`config.mk`:
```
export PLATFORM = sky130hd
export DESIGN_NAME = eqacq_averager
export DESIGN_NICKNAME = d
export VERILOG_FILES = /design/src/rtl/eqacq_pkg.sv /design/src/rtl/eqacq_ctrl.sv /design/src/rtl/eqacq_lane.sv /design/src/rtl/eqacq_div.sv /design/src/rtl/eqacq_averager.sv
export SDC_FILE = /design/constraint.sdc
export NUM_CORES = 1
export LEC_CHECK = 0
export BUFFER_PORTS_ARGS = -buffer_cell sky130_fd_sc_hd__buf_2
export CORE_ASPECT_RATIO = 0.6
export CORE_UTILIZATION = 25
export DETAILED_ROUTE_END_ITERATION = 10
export PLACE_DENSITY_LB_ADDON = 0.25
export SYNTH_ARGS = -nofsm -noshare
export SYNTH_HDL_FRONTEND = slang
export SYNTH_HIERARCHICAL = 1
export SYNTH_SLANG_ARGS = --single-unit
```
`constraint.sdc`:
```
create_clock -name clk -period 4.3 [get_ports clk]
set_clock_uncertainty 0.05 [all_clocks]
set_input_delay 0 -clock clk [delete_from_list [all_inputs] [get_ports clk]]
set_output_delay 0 -clock clk [all_outputs]
set_load 0.005 [all_outputs]
```
`src/rtl/eqacq_pkg.sv`:
```
package eqacq_pkg;
    localparam int NUM_LANES = 3;

    typedef enum logic [2:0] {
        ST_IDLE,
        ST_TRIG,
        ST_WAIT,
        ST_EVAL,
        ST_DIV,
        ST_DONE
    } eqacq_state_e;
endpackage

```
`src/rtl/eqacq_ctrl.sv`:
```
module eqacq_ctrl
    import eqacq_pkg::*;
#(
    parameter int NUM_SET = 14,
    parameter int SAMP_W  = 8,
    parameter int EARLY_N = 3,
    localparam int SEL_W  = $clog2(NUM_SET)
) (
    input  logic               clk,
    input  logic               rst_n,
    input  logic               start,
    input  logic [SEL_W-1:0]   setting,
    input  logic [SAMP_W-1:0]  num_samples,
    input  logic               settle_tick,
    input  logic               any_oob,
    input  logic               div_done,
    output logic [NUM_SET-1:0] lock_vec,
    output logic               cal_pulse,
    output logic               long_settle,
    output logic               sample_en,
    output logic               first_sample,
    output logic               div_start,
    output logic               done,
    output logic [SAMP_W-1:0]  used_cnt
);
    eqacq_state_e state_q, state_d;
    logic [SAMP_W-1:0]  n_eff_q;
    logic [SAMP_W-1:0]  cnt_q;
    logic [NUM_SET-1:0] lock_q;
    logic               early_ok;
    logic               all_taken;

    assign early_ok  = (cnt_q == SAMP_W'(EARLY_N)) && (n_eff_q > SAMP_W'(EARLY_N)) && !any_oob;
    assign all_taken = (cnt_q == n_eff_q);

    // state register
    always_ff @(posedge clk) begin
        if (!rst_n) state_q <= ST_IDLE;
        else        state_q <= state_d;
    end

    // pass bookkeeping: setting latch, sample target, sample count
    always_ff @(posedge clk) begin
        if (!rst_n) begin
            lock_q  <= '0;
            n_eff_q <= SAMP_W'(1);
            cnt_q   <= '0;
        end else if (state_q == ST_IDLE && start) begin
            lock_q  <= NUM_SET'(1) << setting;
            n_eff_q <= (num_samples == '0) ? SAMP_W'(1) : num_samples;
            cnt_q   <= '0;
        end else if (sample_en) begin
            cnt_q   <= cnt_q + SAMP_W'(1);
        end
    end

    // next-state logic
    always_comb begin
        state_d = state_q;
        unique case (state_q)
            ST_IDLE: if (start)       state_d = ST_TRIG;
            ST_TRIG:                  state_d = ST_WAIT;
            ST_WAIT: if (settle_tick) state_d = ST_EVAL;
            ST_EVAL: begin
                if (all_taken || early_ok) state_d = ST_DIV;
                else                       state_d = ST_TRIG;
            end
            ST_DIV:  if (div_done)    state_d = ST_DONE;
            ST_DONE:                  state_d = ST_IDLE;
            default:                  state_d = ST_IDLE;
        endcase
    end

    // outputs
    always_comb begin
        cal_pulse    = (state_q == ST_TRIG);
        long_settle  = (state_q == ST_WAIT) && (cnt_q == '0);
        sample_en    = (state_q == ST_WAIT) && settle_tick;
        first_sample = (cnt_q == '0);
        div_start    = (state_q == ST_EVAL) && (all_taken || early_ok);
        done         = (state_q == ST_DONE);
        lock_vec     = lock_q;
        used_cnt     = cnt_q;
    end


    lock_onehot_chk: assert property (@(posedge clk) disable iff (!rst_n)
        (state_q != ST_IDLE) |-> ($countones(lock_vec) == 1));


    lock_hold_chk: assert property (@(posedge clk) disable iff (!rst_n)
        (state_q != ST_IDLE && $past(state_q) != ST_IDLE) |-> $stable(lock_vec));


    cal_single_chk: assert property (@(posedge clk) disable iff (!rst_n)
        cal_pulse |=> !cal_pulse);


    cnt_limit_chk: assert property (@(posedge clk) disable iff (!rst_n)
        cnt_q <= n_eff_q);


    early_point_chk: assert property (@(posedge clk) disable iff (!rst_n)
        (div_start && cnt_q != n_eff_q) |-> (cnt_q == SAMP_W'(EARLY_N)));


    done_single_chk: assert property (@(posedge clk) disable iff (!rst_n)
        done |=> !done);
endmodule

```
`src/rtl/eqacq_lane.sv`:
```
module eqacq_lane #(
    parameter int CNT_W = 16,
    parameter int SUM_W = 24,
    parameter int WIN   = 20
) (
    input  logic             clk,
    input  logic             rst_n,
    input  logic             capture,
    input  logic             first,
    input  logic [CNT_W-1:0] sample,
    output logic [SUM_W-1:0] sum,
    output logic             oob
);
    localparam int BND_W = CNT_W + 1;

    logic [SUM_W-1:0] sum_q;
    logic [BND_W-1:0] lo_q, hi_q;
    logic [BND_W-1:0] lo_new, hi_new, smp_ext;
    logic             oob_q;
    logic             outside;

    assign smp_ext = {1'b0, sample};
    assign lo_new  = (smp_ext >= BND_W'(WIN)) ? (smp_ext - BND_W'(WIN)) : '0;
    assign hi_new  = smp_ext + BND_W'(WIN);
    assign outside = (smp_ext > hi_q) || (smp_ext < lo_q);

    always_ff @(posedge clk) begin
        if (!rst_n) begin
            sum_q <= '0;
            lo_q  <= '0;
            hi_q  <= '0;
            oob_q <= 1'b0;
        end else if (capture) begin
            if (first) begin
                sum_q <= SUM_W'(sample);
                lo_q  <= lo_new;
                hi_q  <= hi_new;
                oob_q <= 1'b0;
            end else begin
                sum_q <= sum_q + SUM_W'(sample);
                if (outside) oob_q <= 1'b1;
            end
        end
    end

    assign sum = sum_q;
    assign oob = oob_q;


    window_span_chk: assert property (@(posedge clk) disable iff (!rst_n)
        (lo_q <= hi_q) && ((hi_q - lo_q) <= BND_W'(2 * WIN)));


    first_clean_chk: assert property (@(posedge clk) disable iff (!rst_n)
        (capture && first) |=> !oob);
endmodule

```
`src/rtl/eqacq_div.sv`:
```
module eqacq_div #(
    parameter int NUM_W = 24,
    parameter int DEN_W = 8,
    parameter int QUO_W = 16
) (
    input  logic             clk,
    input  logic             rst_n,
    input  logic             start,
    input  logic [NUM_W-1:0] num,
    input  logic [DEN_W-1:0] den,
    output logic [QUO_W-1:0] quot,
    output logic             done
);
    localparam int IT_W = $clog2(NUM_W + 1);
    localparam int PW   = NUM_W + DEN_W + 1;

    logic [DEN_W-1:0] rem_q, den_q;
    logic [NUM_W-1:0] q_q, num_q;
    logic [IT_W-1:0]  it_q;
    logic             busy_q, done_q;
    logic [DEN_W:0]   shifted, diff;
    logic             ge;

    assign shifted = {rem_q, q_q[NUM_W-1]};
    assign ge      = (shifted >= {1'b0, den_q});
    assign diff    = shifted - {1'b0, den_q};

    always_ff @(posedge clk) begin
        if (!rst_n) begin
            rem_q  <= '0;
            den_q  <= '0;
            q_q    <= '0;
            num_q  <= '0;
            it_q   <= '0;
            busy_q <= 1'b0;
            done_q <= 1'b0;
        end else begin
            done_q <= 1'b0;
            if (start) begin
                rem_q  <= '0;
                q_q    <= num;
                num_q  <= num;
                den_q  <= den;
                it_q   <= IT_W'(NUM_W);
                busy_q <= 1'b1;
            end else if (busy_q) begin
                rem_q <= ge ? diff[DEN_W-1:0] : shifted[DEN_W-1:0];
                q_q   <= {q_q[NUM_W-2:0], ge};
                it_q  <= it_q - IT_W'(1);
                if (it_q == IT_W'(1)) begin
                    busy_q <= 1'b0;
                    done_q <= 1'b1;
                end
            end
        end
    end

    assign quot = q_q[QUO_W-1:0];
    assign done = done_q;

    logic [PW-1:0] prod_lo, prod_hi, num_ext;
    assign prod_lo = PW'(q_q) * PW'(den_q);
    assign prod_hi = (PW'(q_q) + PW'(1)) * PW'(den_q);
    assign num_ext = PW'(num_q);


    den_nonzero_chk: assert property (@(posedge clk) disable iff (!rst_n)
        start |-> (den != '0));


    quot_floor_chk: assert property (@(posedge clk) disable iff (!rst_n)
        done_q |-> ((prod_lo <= num_ext) && (prod_hi > num_ext)));
endmodule

```
`src/rtl/eqacq_averager.sv`:
```
module eqacq_averager
    import eqacq_pkg::*;
#(
    parameter int NUM_SET = 14,
    parameter int SAMP_W  = 8,
    parameter int CNT_W   = 16,
    parameter int WIN     = 20,
    parameter int EARLY_N = 3,
    localparam int SEL_W  = $clog2(NUM_SET),
    localparam int SUM_W  = CNT_W + SAMP_W
) (
    input  logic               clk,
    input  logic               rst_n,
    input  logic               start,
    input  logic [SEL_W-1:0]   setting,
    input  logic [SAMP_W-1:0]  num_samples,
    input  logic               settle_tick,
    input  logic [CNT_W-1:0]   early_cnt0,
    input  logic [CNT_W-1:0]   early_cnt1,
    input  logic [CNT_W-1:0]   early_cnt2,
    output logic [NUM_SET-1:0] lock_vec,
    output logic               cal_pulse,
    output logic               long_settle,
    output logic [CNT_W-1:0]   avg0,
    output logic [CNT_W-1:0]   avg1,
    output logic [CNT_W-1:0]   avg2,
    output logic               done
);
    logic                 sample_en, first_sample, div_start;
    logic [SAMP_W-1:0]    used_cnt;
    logic [CNT_W-1:0]     lane_in  [NUM_LANES];
    logic [SUM_W-1:0]     lane_sum [NUM_LANES];
    logic [CNT_W-1:0]     lane_quo [NUM_LANES];
    logic [CNT_W-1:0]     avg_q    [NUM_LANES];
    logic [NUM_LANES-1:0] lane_oob, lane_done;
    logic                 any_oob, div_done;

    assign lane_in[0] = early_cnt0;
    assign lane_in[1] = early_cnt1;
    assign lane_in[2] = early_cnt2;
    assign any_oob    = |lane_oob;
    assign div_done   = &lane_done;

    eqacq_ctrl #(
        .NUM_SET (NUM_SET),
        .SAMP_W  (SAMP_W),
        .EARLY_N (EARLY_N)
    ) u_ctrl (
        .clk          (clk),
        .rst_n        (rst_n),
        .start        (start),
        .setting      (setting),
        .num_samples  (num_samples),
        .settle_tick  (settle_tick),
        .any_oob      (any_oob),
        .div_done     (div_done),
        .lock_vec     (lock_vec),
        .cal_pulse    (cal_pulse),
        .long_settle  (long_settle),
        .sample_en    (sample_en),
        .first_sample (first_sample),
        .div_start    (div_start),
        .done         (done),
        .used_cnt     (used_cnt)
    );

    for (genvar ln = 0; ln < NUM_LANES; ln++) begin : g_lane
        eqacq_lane #(
            .CNT_W (CNT_W),
            .SUM_W (SUM_W),
            .WIN   (WIN)
        ) u_lane (
            .clk     (clk),
            .rst_n   (rst_n),
            .capture (sample_en),
            .first   (first_sample),
            .sample  (lane_in[ln]),
            .sum     (lane_sum[ln]),
            .oob     (lane_oob[ln])
        );

        eqacq_div #(
            .NUM_W (SUM_W),
            .DEN_W (SAMP_W),
            .QUO_W (CNT_W)
        ) u_div (
            .clk   (clk),
            .rst_n (rst_n),
            .start (div_start),
            .num   (lane_sum[ln]),
            .den   (used_cnt),
            .quot  (lane_quo[ln]),
            .done  (lane_done[ln])
        );

        always_ff @(posedge clk) begin
            if (!rst_n)        avg_q[ln] <= '0;
            else if (div_done) avg_q[ln] <= lane_quo[ln];
        end
    end

    assign avg0 = avg_q[0];
    assign avg1 = avg_q[1];
    assign avg2 = avg_q[2];


    avg_hold_chk: assert property (@(posedge clk) disable iff (!rst_n)
        !$past(div_done) |-> ($stable(avg0) && $stable(avg1) && $stable(avg2)));
endmodule

```
# --- After elaboration in Yosys (flattened, before gate mapping) ---
# Memories as Yosys holds them, arrays and structs flattened.
# Index checks and enable logic that the tools add are counted.
totals:
  regBits: 335
  ram_bits: 48
  in_bits: 64
  out_inout_bits: 65
  mem_count: 1
classes:
  addsub: 16
  n_lt_le_gt_ge: 13
  n_eq_ne: 13
  shifts: 1
  mux: 52
  bitwise_logic: 7
  n_reduce_logical: 32
memory_table:
  columns: ["memory", "words", "word_bits", "rd", "rd_ports_with_merged_regs", "wr", "line", "rtl"]
  rows:
  - ["avg_q", 3, 16, 3, 0, 3, "eqacq_averager.sv:34", "logic [CNT_W-1:0] avg_q [NUM_LANES];"]
op_table:
  columns: ["operator", "n"]
  rows:
  - ["24-bit two-way mux", 9]
  - ["24-bit by 16-bit adder with 24-bit output", 3]
  - ["16-bit by 5-bit adder with 17-bit output (second input constant)", 3]
  - ["16-bit by 17-bit greater-than comparator with 1-bit output", 3]
  - ["16-bit by 17-bit < comparator with 1-bit output", 3]
  - ["17-bit two-way mux", 3]
  - ["16-bit by 5-bit subtractor with 17-bit output (second input constant)", 3]
  - ["16-bit by 5-bit >= comparator with 1-bit output (second input constant)", 3]
  - ["16-bit two-way mux", 3]
  - ["8-bit two-way mux", 4]
  - ["5-bit two-way mux", 6]
  - ["9-bit by 8-bit >= comparator with 1-bit output", 3]
  - ["8-bit subtractor", 3]
  - ["1-bit two-way mux", 22]
  - ["8-bit logical NOT", 2]
  - ["5-bit by 1-bit equality test with 1-bit output (second input constant)", 3]
  - ["3-bit case mux with 5 select lines", 1]
  - ["5-bit by 1-bit subtractor with 5-bit output (second input constant)", 3]
  - ["1-bit by 4-bit << shifter with 14-bit output (first input constant)", 1]
  - ["3-bit two-way mux", 4]
  - ["2-bit nonzero test", 6]
  - ["3-bit OR reduction", 4]
  - ["8-bit by 1-bit adder with 8-bit output (second input constant)", 1]
  - ["8-bit by 2-bit equality test with 1-bit output (second input constant)", 1]
  - ["other kinds (15)", 37]

# --- Depth between registers and ports, before layout ---
# Gate-level depths: netlist (run 1).
logic_depth:
  depth_word: 6
  ltp_mapped: 11

# --- Hierarchy ---
# Netlist (run 1), hierarchy kept.
modules_own_cells:
  columns: ["module", "n_inst", "cells_per_inst", "area_per_inst_um2"]
  rows:
  - ["eqacq_div", 3, 311, 2648.8]
  - ["eqacq_lane at g_lane[2].u_lane", 1, 532, 4316.6]
  - ["eqacq_lane at g_lane[0].u_lane", 1, 518, 4209.0]
  - ["eqacq_lane at g_lane[1].u_lane", 1, 523, 4196.5]
  - ["eqacq_averager", 1, 105, 1846.8]
  - ["eqacq_ctrl", 1, 167, 1580.3]

# --- Least setup slack after synthesis (run 1) ---
# OpenSTA, ideal clock, no wires.
synth_path:
  path_type: "register to register"
  start: "register u_ctrl.cnt_q[2] (netlist: u_ctrl/used_cnt[2])"
  end: "register g_lane[2].u_lane.oob_q"
  setup_ns: 0.122
  arrival_ns: 2.764
  required_ns: 4.128
  setup_slack_ns: 1.364
  path_stages_with_launch: 12
  n_path_buf: 3
  synth_period_minus_slack_ns: 2.936
  cell_sequence: "dfxtp_1 buf_6 or4_4 nor4b_2 buf_2 and2_1 clkbuf_1 nor2_2 nand2_1 a31oi_1 o31a_1 a221o_1"
synth_via:
  elab_chain_len: 3
  word_cells_on_any_way: 4
  cone_classes: "mux: 1; reduce/logical: 3"
synth_lines:
  columns: ["item", "line", "rtl"]
  rows:
  - ["from (decl)", "eqacq_ctrl.sv:28", "logic [SAMP_W-1:0] cnt_q;"]
  - ["from (signal assigned)", "eqacq_ctrl.sv:53", "cnt_q <= cnt_q + SAMP_W'(1);"]
  - ["8-bit logical NOT (*)", "eqacq_ctrl.sv:79", "first_sample = (cnt_q == '0);"]
  - ["net first_sample", "eqacq_averager.sv:29", "logic sample_en, first_sample, div_start;"]
  - ["2-bit nonzero test (no source line)", null, null]
  - ["2-bit AND reduction (no source line)", null, null]
  - ["to (signal assigned)", "eqacq_lane.sv:32", "oob_q <= 1'b0;"]
  - ["to (signal assigned)", "eqacq_lane.sv:38", "oob_q <= 1'b0;"]
  - ["to (signal assigned)", "eqacq_lane.sv:41", "if (outside) oob_q <= 1'b1;"]
  - ["to (decl)", "eqacq_lane.sv:19", "logic oob_q;"]
# The timed path passes the listed nets; every way through them passes the cells marked *.
# A chain may end at the register's enable or synchronous reset.

# --- Worst setup path in the final report (run 1) ---
layout_path:
  start: "register g_lane[1].u_lane.oob_q"
  end: "register g_lane[0].u_div.rem_q[5]"
layout_via:
  elab_chain_len: 6
layout_lines:
  columns: ["item", "line", "rtl"]
  rows:
  - ["from (decl)", "eqacq_lane.sv:19", null]
  - ["from (signal assigned)", "eqacq_lane.sv:32", null]
  - ["from (signal assigned)", "eqacq_lane.sv:38", null]
  - ["from (signal assigned)", "eqacq_lane.sv:41", null]
  - ["3-bit OR reduction", "eqacq_averager.sv:41", "assign any_oob = |lane_oob;"]
  - ["net any_oob", "eqacq_averager.sv:36", "logic any_oob, div_done;"]
  - ["1-bit logical NOT", "eqacq_ctrl.sv:33", "assign early_ok = (cnt_q == SAMP_W'(EARLY_N)) && (n_eff_q > SAMP_W'(EARLY_N)) && !any_oob;"]
  - ["1-bit logical AND", "eqacq_ctrl.sv:33", null]
  - ["1-bit logical OR", "eqacq_ctrl.sv:80", "div_start = (state_q == ST_EVAL) && (all_taken || early_ok);"]
  - ["1-bit logical AND", "eqacq_ctrl.sv:80", null]
  - ["net div_start", "eqacq_averager.sv:29", null]
  - ["2-bit OR reduction (no source line)", null, null]
  - ["to (signal assigned)", "eqacq_div.sv:47", "rem_q <= ge ? diff[DEN_W-1:0] : shifted[DEN_W-1:0];"]
  - ["to (decl)", "eqacq_div.sv:17", "logic [DEN_W-1:0] rem_q, den_q;"]
# The timed path passes the listed nets, and every way through them passes these cells.

==> results by group, run 1 <==
Synthesis
  – Commonest register cell after synthesis: dfxtp_1
  – EDFF count, synth: 48
  – Post-synth net total: 3,030
  – Yosys top cell area share: 29.2%
  – Avg Synthesized Cell Area: just under 9 sq um
  – Sequential area share after synthesis: 35.1%
  – Post-Syn Area: between 20,000 and 25,000 sq um
  – Cells after Synth: between 2k and 3k
  – Top cells by count, synth: 351 x dfxtp_1, 251 x nand2_1, 193 x o21ai_0
  – Top cell type by total area after synthesis: dfxtp_1
  – Async set or reset register ratio after synthesis: 0%
  – Register bit total from synthesis: about 400
  – Synth Warn #: 6
  – Count leader, synth: dfxtp_1
  – Distinct cells, synth: 101
  – Synth area leaders: dfxtp_1 29%, ha_1 9.5%, edfxtp_1 6.0%

Global routing
  – Gr usage total: around 14%
  – Largest net degree at the start of global routing: 128
  – Antenna violations before repair: 3
  – Vias in the first global route: between 15k and 20k
  – Remaining Overflow, GRT: 0
  – First-pass GRT wire length: 109,000 microns

Placed design
  – Placed Instances: around 4.0k
  – Worst slack, placed: ~0.93 ns
  – Global placer's final weighted congestion: ~0.83
  – Hpwl dp: slightly below 50,000 microns
  – Port bufs: approximately 130

Timing
  – Post-layout min period: 3.40 ns
  – Setup ws final: 0.897 ns
  – Setup violators final: 0
  – RSZ-0062 raised after global routing: false
  – Fmax: 0.294 GHz
  – Setup TNS: 0 ns
  – Final Slew Violations: 0
  – Final hold vios: 0
  – Slew @ Worst Pin: 1.15 ns
  – Max-slew headroom: 23.3%
  – Period utilization: roughly four fifths

Route
  – ANT nets after route: 0
  – Initial drt markers: 1,471
  – Routed wire length: 68,700 microns
  – Vias: 19.7k
  – DR WL/cell: 16.5 microns
  – DRC Markers: 0
  – First drt pass iteration count: 5
  – Vias per cell: roughly 4.7

Clocking
  – CTS buffer count: 45
  – Clock Latency Late Sink: 0.59 ns
  – H-tree levels: 2
  – CTS clk-pin slew, worst paths: 0.06 ns
  – TritonCTS clock tree: built
  – CTS root buffer: clkbuf_16
  – Clk sink count: around 400
  – Maximum clock path buffer count: 3

Critical path
  – FF-to-FF setup slack: 0.90 ns
  – CP required: 4.72 ns
  – Crit path cell chain: or3_1 > or4b_1 > a211oi_2 > o21bai_1 > and3_4 > nand2b_1 > nor2_1 > and2_1 > a41oi_1 > o21ai_0
  – Crit. End Element: flip-flop
  – Slowest cell on crit path: and3_4
  – CP Max Fanout: 40
  – CP arrival: 3.83 ns
  – Startpoint types: flip-flop
  – CP max stage delay: 0.60 ns
  – Critical path class: flip-flop to flip-flop

Floorplan
  – Die Ht: 242 microns
  – Die X: a little over 400 microns
  – DIE AREA: 97,700 sq um
  – Placeable Area: 94,700 sq um
  – I/O Pins: 129
  – Initial Util: 25.4%
  – Rows: 87

Worst hold path
  – Worst Hold Class: input port to flip-flop

Power
  – Total chip power: 9.45 mW
  – Cell Pwr Density: 338 nW/um^2
  – Peak supply drop: 0.233 mV
  – LEAKAGE: roughly 11 nW

Run
  – Max_cap viols: 0

Cells and area
  – Final cell count without fillers: approximately 4.2k
  – Layout cell share with drive strength beyond 1: 10.9%
  – Synthesis-to-layout area growth: 15.9%
  – Final #Nets: 3,127

Run status
  – Status: finished, final reports clean
[cells in the final DEF (no fill, tap or decap), types with 23 or more instances in the layout]
| master | n |
|---|---|
| and3_1 | 23 |
| nand2_1 | 251 |
| nor2b_1 | 54 |
| dlygate4sd3_1 | 90 |
| clkbuf_16 | 47 |
| inv_1 | 158 |
| ha_1 | 182 |
| a21oi_1 | 148 |
| nand3_1 | 58 |
| a31oi_1 | 32 |
| buf_4 | 35 |
| nand2b_1 | 25 |
| edfxtp_1 | 48 |
| o22ai_1 | 48 |
| nand4_1 | 41 |
| a211oi_1 | 37 |
| xor2_1 | 72 |
| nor2_1 | 159 |
| dfxtp_1 | 348 |
| mux2i_1 | 118 |
| nor3_1 | 29 |
| xnor2_1 | 60 |
| buf_2 | 127 |
| and2_1 | 115 |
| o21ai_0 | 193 |
| a21o_1 | 44 |
[where the power goes]
part	internal, mW	switching [mW]	leakage (nW)	total, mW
sequential	3.89	0.0885	3.33	3.97
clock	2.48	1.68	0.759	4.15
combinational	0.531	0.790	6.54	1.32
total	6.89	2.56	10.6	9.45
[cell families after synthesis]
logic type | after synthesis | synth area share [%]
buf+inv | 365 | 7.25
simple gates | 882 | 19.3
fa+ha+maj | 188 | 9.95
mux | 118 | 4.90
flops | 399 | 35.1
xor+xnor | 132 | 4.80
compound gates | 694 | 18.6
[through the flow]
stage	hold WS [ns]	util, %	area, sq um
after floorplan	0.0456	-	24100
after global placement	0.243	26.9	25500
after detailed placement	0.259	26.9	25500
after CTS	0.196	29.5	27900
after global routing	0.248	29.5	27900
final	0.236	29.5	27900
[path summary, 6_finish.rpt]
| kind | from | endpoint | depth (start not counted) |
|---|---|---|---|
| setup / recovery | g_lane[1].u_lane/oob$_SDFFE_PN0P_ | g_lane[0].u_div/rem_q[5]$_SDFFE_PP0P_ | 10 |
| hold reg to reg | g_lane[1].u_lane/hi_q[5]$_SDFFE_PN0P_ | g_lane[1].u_lane/hi_q[5]$_SDFFE_PN0P_ | 2 |
| setup reg to reg | g_lane[1].u_lane/oob$_SDFFE_PN0P_ | g_lane[0].u_div/rem_q[5]$_SDFFE_PP0P_ | 10 |
| hold / removal | early_cnt2[0] | g_lane[2].u_lane/hi_q[0]$_SDFFE_PN0P_ | 4 |
[registers in the layout (all words and copies together) (netlist names)]
| name | flops |
|---|---|
| g_lane.u_lane/oob | 3 |
| u_ctrl/used_cnt | 8 |
| g_lane.u_div/busy_q | 3 |
| u_ctrl/n_eff_q | 8 |
| g_lane.u_lane/hi_q | 51 |
| g_lane.u_lane/sum | 72 |
| g_lane.u_div/done | 3 |
| g_lane.u_div/it_q | 15 |
| u_ctrl/state_q | 3 |
| g_lane.u_lane/lo_q | 51 |
| g_lane.u_div/den_q | 24 |
| u_ctrl/lock_vec | 14 |
| avg_q | 48 |
| g_lane.u_div/q_q | 72 |
| g_lane.u_div/rem_q | 24 |
[critical path, delay by kind of cell (launching register included)]
family	cells	cell delay, ns
compound gates	4	0.61
simple gates	6	2.20
flops	1	0.39
[routing by layer]
layer | vias up | GRT usage [%] | part of all wire [%]
li1 | 10000 | - | -
met1 | 9182 | 23.6 | 58
met2 | 400 | 17.2 | 36
met3 | 62 | 1.98 | 4.8
met4 | 0 | 2.92 | 1.4
met5 | - | 0 | 0
[layout make-up]
cell class,instances,area [sq um]
clock buffer,66,1320
clock inverter,15,223
fill,10100,66800
tap,1246,1560
multi-input combinational,2014,13900
timing repair buffer,255,1850
antenna,1,2.50
inverter,160,601
sequential,399,8470
[repair_timing]
action | 4_1_cts | 5_1_grt
hold buffers | 90 | 0
endpoints found under the hold margin | 192 | 0
gates resized for setup | 0 | 0
setup buffers | 0 | 0
(Power assumes the default switching activity.)
==> run 2, diff against run 1 <==
==> constraint.sdc (replaced) <==
create_clock -name clk -period 3.4 [get_ports clk]
set_clock_uncertainty 0.05 [all_clocks]
set_input_delay 0 -clock clk [delete_from_list [all_inputs] [get_ports clk]]
set_output_delay 0 -clock clk [all_outputs]
set_load 0.005 [all_outputs]
==> run 2 against run 1 <==
Against the previous run: global-route usage is 0.17 points higher; register-to-register slack got worse by 0.67 ns; non-clock buffer count grew 18; critical endpoint is now g_lane[2].u_div/rem_q[5]$_SDFFE_PP0P_; sequential share of layout area decreased by 0.22 points; largest power group unchanged; via count about the same; highest routed layer unchanged; sequential power is 26% higher.
==> results by group, run 2 (same netlist as run 1, synthesis figures left out) <==
Run status
  – Status: finished, final reports clean (unchanged)

Clocking
  – H-tree levels: 2 (unchanged)
  – CTS clk-pin slew, worst paths: 0.06 ns (about the same)
  – TritonCTS clock tree: built (unchanged)
  – Clock Latency Late Sink: 0.59 ns (about the same)
  – CTS root buffer: clkbuf_16 (unchanged)
  – CTS buffer count: 46 (was 45)
  – Clk sink count: 399 (unchanged)
  – Maximum clock path buffer count: 3 (unchanged)

Floorplan
  – Initial Util: 25.4% (unchanged)
  – DIE AREA: 97,700 sq um (unchanged)
  – Die Ht: 242 microns (unchanged)
  – I/O Pins: 129 (unchanged)
  – Rows: 87 (unchanged)
  – Die X: 403 microns (unchanged)
  – Placeable Area: 94,700 sq um (unchanged)

Timing
  – Max-slew headroom: 45.3% (was 23.3%)
  – Setup violators final: 0 (unchanged)
  – Slew @ Worst Pin: 0.817 ns (was 1.15 ns)
  – Fmax: 0.315 GHz (was 0.294 GHz)
  – Period utilization: 93.2% (was 79.1%)
  – Setup TNS: 0 ns (unchanged)
  – RSZ-0062 raised after global routing: false (unchanged)
  – Post-layout min period: 3.17 ns (was 3.40 ns)
  – Final hold vios: 0 (unchanged)
  – Final Slew Violations: 0 (unchanged)

Run
  – Max_cap viols: 0 (unchanged)

Critical path
  – Critical path class: flip-flop to flip-flop (unchanged)
  – Startpoint types: flip-flop (unchanged)
  – R2r startpoint: g_lane[1].u_lane/oob$_SDFFE_PN0P_ (unchanged)
  – Reg-to-Reg End: g_lane[2].u_div/rem_q[5]$_SDFFE_PP0P_ (was g_lane[0].u_div/rem_q[5]$_SDFFE_PP0P_)
  – FF-to-FF setup slack: 0.23 ns (was 0.90 ns)
  – Crit. End Element: flip-flop (unchanged)
  – Crit path cell chain: or3_1 > or4b_1 > a211oi_2 > o21bai_1 > and3_4 > nand2b_1 > nor2_1 > and2_1 > a41oi_1 > o21ai_0 (unchanged)
  – R2R depth: 10 (unchanged)
  – CP required: 3.81 ns (was 4.72 ns)
  – Critical path endpoint: g_lane[2].u_div/rem_q[5]$_SDFFE_PP0P_ (was g_lane[0].u_div/rem_q[5]$_SDFFE_PP0P_)
  – CP max stage delay: 0.52 ns (was 0.60 ns)
  – CP Max Fanout: 27 (was 40)
  – Slowest cell on crit path: or4b_1 (was and3_4)
  – Critical Path Start: g_lane[1].u_lane/oob$_SDFFE_PN0P_ (unchanged)
  – CP arrival: 3.58 ns (was 3.83 ns)

Cells and area
  – Ant. Diodes: 0 (was 1)
  – Final #Nets: 3,146 (was 3,127)
  – Most common cell after layout, fill and taps aside: dfxtp_1 (unchanged)
  – Layout cell share with drive strength beyond 1: 11.7% (was 10.9%)
  – Utilization after layout: 29.7% (was 29.5%)
  – Synthesis-to-layout area growth: 16.8% (was 15.9%)
  – Most frequent cells in the layout: 348 x dfxtp_1, 251 x nand2_1, 193 x o21ai_0, 182 x ha_1, 159 x nor2_1 (unchanged)

Global routing
  – First-pass GRT wire length: 110,000 microns (was 109,000 microns)
  – Gr usage total: 14.0% (was 13.9%)
  – Remaining Overflow, GRT: 0 (unchanged)
  – Antenna violations before repair: 1 (was 3)
  – Largest net degree at the start of global routing: 77 (was 128)
  – Vias in the first global route: 18.3k (was 18.1k)

Power
  – Cell Pwr Density: 426 nW/um^2 (was 338 nW/um^2)
  – LEAKAGE: 10.8 nW (was 10.6 nW)
  – Peak supply drop: 0.310 mV (was 0.233 mV)

Route
  – First drt pass iteration count: 5 (unchanged)
  – Vias per cell: 4.71 (was 4.74)
  – Initial drt markers: 1,504 (was 1,471)
  – ANT nets after route: 0 (unchanged)
  – DR WL/cell: 16.7 microns (was 16.5 microns)
  – Routed wire length: 69,500 microns (was 68,700 microns)
  – Vias: 19.7k (about the same)
  – DRC Markers: 0 (unchanged)

Placed design
  – Hpwl dp: 49,800 microns (was 48,100 microns)
  – Global placer's final weighted congestion: 0.848 (was 0.833)
  – Port bufs: 128 (unchanged)

Worst hold path
  – Worst Hold Class: input port to flip-flop (unchanged)
run 2: cell type report:
type | count | area (sq um)
clock buffers | 62 | 1320
clock inverters | 21 | 241
fillers | 10100 | 66600
inverters | 160 | 601
multi-input cells | 2014 | 13900
flip-flops and latches | 399 | 8470
well taps | 1246 | 1560
repair buffers | 273 | 2040
run 2: per-layer routing:
layer	track usage, %	routed length (microns)	share of wire [%]	vias up
li1	-	-	-	10100
met3	2.30	3340	4.8	74
met2	17.9	25100	36	376
met4	2.82	996	1.4	0
met5	0	0	0	-
met1	23.4	40100	58	9148
run 2: worst max-delay path: cells and delay by family (launching register included):
kind / cells / cell delay [ns]
AND/OR/NAND/NOR: 6 / 2.05
flip-flops: 1 / 0.32
AO/OA/AOI/OAI: 4 / 0.63
run 2: worst min-delay path by stage:
stage                         startpoint                                    end  cells after the start
final                      early_cnt2[0]  g_lane[2].u_lane/hi_q[0]$_SDFFE_PN0P_                      4
after global routing       early_cnt0[8]   g_lane[0].u_lane/sum[8]$_SDFFE_PN0P_                      4
after CTS                  early_cnt2[0]  g_lane[2].u_lane/hi_q[0]$_SDFFE_PN0P_                      4
after detailed placement  num_samples[3]         u_ctrl/n_eff_q[3]$_SDFFE_PN0P_                      3
after global placement    num_samples[3]         u_ctrl/n_eff_q[3]$_SDFFE_PN0P_                      3
after floorplan            early_cnt2[2]  g_lane[2].u_lane/hi_q[2]$_SDFFE_PN0P_                      1
run 2: report_power, final:
part           internal (mW)  switching (mW)  total [mW]
sequential              4.91           0.103        5.02
clock                   3.11            2.16        5.27
combinational          0.687            1.01        1.70
run 2: what timing repair did:
action                                 in CTS  in global routing
endpoints found under the hold margin     236                  0
gates resized for setup                     0                  0
hold buffers                               90                  0
buffers inserted                            0                  0
run 2: per-stage QoR:
stage	power [mW]	std cells	hold slack (ns)	setup WS [ns]	area [sq um]
3_5_place_dp	6.72	4002	0.247	0.247	25700
4_1_cts	12.2	4175	0.181	0.237	28100
2_1_floorplan	6.19	2778	0.0456	0.464	24100
5_1_grt	12.6	4175	0.257	0.0302	28100
6_report	12.0	4175	0.225	0.230	28100
3_3_place_gp	6.72	4002	0.233	0.351	25700
==> run 3, diff against run 2 <==
--- a/config.mk
+++ b/config.mk
@@ -5,11 +5,13 @@
 export SDC_FILE = /design/constraint.sdc
 export NUM_CORES = 1
 export LEC_CHECK = 0
+export ABC_AREA = 1
 export BUFFER_PORTS_ARGS = -buffer_cell sky130_fd_sc_hd__buf_2
 export CORE_ASPECT_RATIO = 0.6
 export CORE_UTILIZATION = 25
 export DETAILED_ROUTE_END_ITERATION = 10
 export PLACE_DENSITY_LB_ADDON = 0.25
+export RECOVER_POWER = 100
 export SYNTH_ARGS = -nofsm -noshare
 export SYNTH_HDL_FRONTEND = slang
 export SYNTH_HIERARCHICAL = 1
==> run 3 against run 2 <==
Against the previous run: the run now ends with max-capacitance violations, max-slew violations left; synthesized cell count rose by 29%; via count rose by 17%; area after synthesis up 5.1%; hold slack got worse by 0.0050 ns; count of clock-buffer cells in the layout is 5 lower; critical path depth increased by 2; sequential share of layout area fell by 1.4 points; design area up 4.8%; worst setup slack worse by 0.040 ns; sequential power increased by 1%.
==> results by group, run 3 <==
Timing
  – RSZ-0062 raised after global routing: false (unchanged)
  – Setup TNS: 0 ns (unchanged)
  – Period utilization: 94.4% (was 93.2%)
  – Max-slew headroom: -13.4% (was 45.3%)
  – Final Slew Violations: 24 (was 0)
  – Post-layout min period: 3.21 ns (was 3.17 ns)
  – Setup violators final: 0 (unchanged)
  – Slew @ Worst Pin: 1.70 ns (was 0.817 ns)
  – Fmax: 0.312 GHz (was 0.315 GHz)
  – Final hold vios: 0 (unchanged)
  – Hold slack final: 0.220 ns (was 0.225 ns)

Placed design
  – Hpwl dp: 58,600 microns (was 49,800 microns)
  – Global placer's final weighted congestion: 0.880 (was 0.848)
  – Port bufs: 128 (unchanged)
  – Placed Instances: 4,932 (was 4,002)
  – Placed cell area: 27,100 sq um (was 25,700 sq um)

Synthesis
  – Top cell type by total area after synthesis: dfxtp_1 (unchanged)
  – Synth area leaders: dfxtp_1 28%, nand2_1 13%, ha_1 9.0% (was dfxtp_1 29%, ha_1 9.5%, edfxtp_1 6.0%)
  – Post-synth net total: 3,840 (was 3,030)
  – Complex-gate fraction of the synthesized area: 14.2% (was 18.6%)
  – Async set or reset register ratio after synthesis: 0% (unchanged)
  – Distinct cells, synth: 62 (was 101)
  – Register bit total from synthesis: 399 (unchanged)
  – Synthesized-area fraction occupied by adder cells: 9.47% (was 9.95%)
  – Largest family of logic cells by synthesized area: simple AND/OR/NAND/NOR gates (unchanged)
  – Post-Synth XOR/XNOR Area: 2.01% (was 4.80%)
  – Count leader, synth: nand2_1 (was dfxtp_1)
  – Top cells by count, synth: 894 x nand2_1, 570 x inv_1, 351 x dfxtp_1 (was 351 x dfxtp_1, 251 x nand2_1, 193 x o21ai_0)
  – Avg Synthesized Cell Area: 7.06 sq um (was 8.67 sq um)
  – Sequential area share after synthesis: 33.4% (was 35.1%)
  – EDFF count, synth: 48 (unchanged)
  – Yosys top cell area share: 27.8% (was 29.2%)
  – Post-Syn Area: 25,300 sq um (was 24,100 sq um)
  – Commonest register cell after synthesis: dfxtp_1 (unchanged)
  – Cells after Synth: 3,588 (was 2,778)
  – Synth Warn #: 6 (unchanged)
  – Multiplexer share of the synthesized area: 0% (was 4.90%)
  – Post-Synth Simple-Gate Area: 28.6% (was 19.3%)

Floorplan
  – Placeable Area: 99,300 sq um (was 94,700 sq um)
  – I/O Pins: 129 (unchanged)
  – Initial Util: 25.5% (was 25.4%)
  – Die Ht: 249 microns (was 242 microns)
  – DIE AREA: 103,000 sq um (was 97,700 sq um)
  – Die X: 413 microns (was 403 microns)
  – Rows: 89 (was 87)

Critical path
  – Critical path class: flip-flop to flip-flop (unchanged)
  – FF-to-FF setup slack: 0.19 ns (was 0.23 ns)
  – CP Max Fanout: 15 (was 27)
  – Startpoint types: flip-flop (unchanged)
  – Crit. End Element: flip-flop (unchanged)
  – Slowest cell on crit path: clkbuf_1 (was or4b_1)
  – CP required: 3.84 ns (was 3.81 ns)
  – Critical path endpoint: g_lane[1].u_lane/hi_q[16]$_SDFFE_PN0P_ (was g_lane[2].u_div/rem_q[5]$_SDFFE_PP0P_)
  – CP max stage delay: 0.71 ns (was 0.52 ns)
  – CP arrival: 3.65 ns (was 3.58 ns)
  – Crit path cell chain: inv_2 > nand3_1 > inv_1 > nand2_2 > inv_1 > buf_4 > nand2_2 > clkbuf_1 > nor2_4 > nand3_1 > dlygate4sd3_1 > o22ai_1 (was or3_1 > or4b_1 > a211oi_2 > o21bai_1 > and3_4 > nand2b_1 > nor2_1 > and2_1 > a41oi_1 > o21ai_0)
  – Critical Path Start: u_ctrl/state_q[0]$_SDFFE_PN0P_ (was g_lane[1].u_lane/oob$_SDFFE_PN0P_)
  – R2R depth: 12 (was 10)
  – Reg-to-Reg End: g_lane[1].u_lane/hi_q[16]$_SDFFE_PN0P_ (was g_lane[2].u_div/rem_q[5]$_SDFFE_PP0P_)
  – R2r startpoint: u_ctrl/state_q[0]$_SDFFE_PN0P_ (was g_lane[1].u_lane/oob$_SDFFE_PN0P_)

Cells and area
  – Layout cell share with drive strength beyond 1: 9.56% (was 11.7%)
  – Synthesis-to-layout area growth: 16.5% (was 16.8%)
  – Most common cell after layout, fill and taps aside: nand2_1 (was dfxtp_1)
  – Final cell count without fillers: 5,116 (was 4,175)
  – FILL cells: 11.0k (was 10.1k)
  – Ant. Diodes: 0 (unchanged)
  – Final Cell Area: 29,500 sq um (was 28,100 sq um)
  – Utilization after layout: 29.7% (about the same)
  – Sequential cell area: 8470 sq um (about the same)
  – Area taken by multi-input logic gates: 13,600 sq um (was 13,900 sq um)
  – Most frequent cells in the layout: 896 x nand2_1, 573 x inv_1, 351 x dfxtp_1, 294 x nor2_1, 226 x a21oi_1 (was 348 x dfxtp_1, 251 x nand2_1, 193 x o21ai_0, 182 x ha_1, 159 x nor2_1)
  – Final #Nets: 4,010 (was 3,146)

Power
  – Peak supply drop: 0.250 mV (was 0.310 mV)
  – Reg power frac: 40.0% (was 41.8%)
  – P_int: 8.97 mW (was 8.71 mW)
  – LEAKAGE: 12.7 nW (was 10.8 nW)
  – Clk network pwr share: 44.8% (was 44.0%)
  – Switching Fraction: 29.3% (was 27.3%)
  – Combinational fraction of design power: 15.2% (was 14.2%)
  – Cell Pwr Density: 430 nW/um^2 (was 426 nW/um^2)
  – Switch Pwr: 3.72 mW (was 3.28 mW)

Global routing
  – Remaining Overflow, GRT: 0 (unchanged)
  – Largest net degree at the start of global routing: 38 (was 77)
  – Antenna violations before repair: 0 (was 1)
  – Gr usage total: 15.0% (was 14.0%)
  – First-pass GRT wire length: 124,000 microns (was 110,000 microns)
  – Vias in the first global route: 21.5k (was 18.3k)

Route
  – Vias per cell: 4.51 (was 4.71)
  – Vias: 23.1k (was 19.7k)
  – DR WL/cell: 15.3 microns (was 16.7 microns)
  – Initial drt markers: 1,834 (was 1,504)
  – Routed wire length: 78,300 microns (was 69,500 microns)
  – DRC Markers: 0 (unchanged)
  – ANT nets after route: 0 (unchanged)
  – First drt pass iteration count: 7 (was 5)

Clocking
  – CTS buffer count: 47 (was 46)
  – H-tree levels: 2 (unchanged)
  – TritonCTS clock tree: built (unchanged)
  – CTS clk-pin slew, worst paths: 0.06 ns (about the same)
  – CTS root buffer: clkbuf_16 (unchanged)
  – Clk sink count: 399 (unchanged)
  – Clock Latency Late Sink: 0.63 ns (was 0.59 ns)
  – Maximum clock path buffer count: 3 (unchanged)

Run status
  – Status: finished with violations (was finished, final reports clean)
  – Failing checks: max-capacitance violations, max-slew violations

Worst hold path
  – Worst Hold Class: input port to flip-flop (unchanged)

Run
  – Max_cap viols: 1 (was 0)
run 3: cell count changes after synthesis, moves of 41 or more:
cell | before | now
inv_1 | 158 | 570
nand2_1 | 251 | 894
a21oi_1 | 148 | 224
a21o_1 | 44 | 3
o21ai_0 | 193 | 148
clkbuf_1 | 99 | 28
nand3_1 | 58 | 201
xnor2_1 | 60 | 8
and2_1 | 115 | 10
nor2_1 | 159 | 285
nor2b_1 | 54 | 0
mux2i_1 | 118 | 0
run 3: what timing repair did:
action                                 CTS  global route
buffers inserted                         0             2
setup endpoints to repair                0             2
endpoints found under the hold margin  191             0
hold buffers                            94             0
gates resized for setup                  0             1
run 3: power groups by stage:
stage / clock network (mW) / registers, mW / logic [mW]
after global routing: 6.03 / 5.09 / 2.20
after floorplan: 0 / 5.13 / 1.27
after detailed placement: 0 / 5.17 / 1.86
after global placement: 0 / 5.17 / 1.86
after CTS: 5.88 / 5.07 / 1.96
final: 5.69 / 5.07 / 1.93
run 3: layout make-up:
type                       count  share of cell area [%]
multi-input combinational   2452                    46.1
inverter                     599                    7.62
clock inverter                31                    1.51
timing repair buffer         259                    6.13
tap                         1319                    5.60
clock buffer                  57                    4.29
sequential                   399                    28.7
run 3: through the flow:
step,setup WS [ns],total power [mW]
3_3_place_gp,0.479,7.03
2_1_floorplan,0.922,6.40
4_1_cts,0.164,12.9
3_5_place_dp,0.439,7.04
5_1_grt,0.0214,13.3
6_report,0.190,12.7
run 3: worst min path at each step:
stage,from,end,slack [ns],cells after the start
3_5_place_dp,num_samples[0],u_ctrl/n_eff_q[0]$_SDFFE_PN1P_,0.17,3
6_report,num_samples[7],u_ctrl/n_eff_q[7]$_SDFFE_PN0P_,0.22,4
3_3_place_gp,num_samples[0],u_ctrl/n_eff_q[0]$_SDFFE_PN1P_,0.18,3
2_1_floorplan,rst_n,g_lane[0].u_lane/sum[0]$_SDFFE_PN0P_,0.05,2
4_1_cts,num_samples[7],u_ctrl/n_eff_q[7]$_SDFFE_PN0P_,0.18,4
5_1_grt,num_samples[7],u_ctrl/n_eff_q[7]$_SDFFE_PN0P_,0.23,4
run 3: critical path: cells and delay by family, from the launching register on:
kind / cells / cell delay (ns)
simple gates: 5 / 0.78
compound gates: 1 / 0.07
buf+inv: 6 / 1.82
flops: 1 / 0.40
run 3: cells by family after synthesis:
group,after synthesis
AOI/OAI and AO/OA,597
xor gates and xnor gates,58
adders and majority gates,188
buffers and inverters,737
DFF,399
and+or+nand+nor,1609
run 3: routing by layer:
| metal | share of wire (%) | track usage (%) | wire length, microns |
|---|---|---|---|
| met5 | 0 | 0 | 0 |
| met4 | 1.6 | 2.95 | 1250 |
| met3 | 4.5 | 1.82 | 3500 |
| met2 | 39 | 20.7 | 30300 |
| met1 | 55 | 24.3 | 43300 |
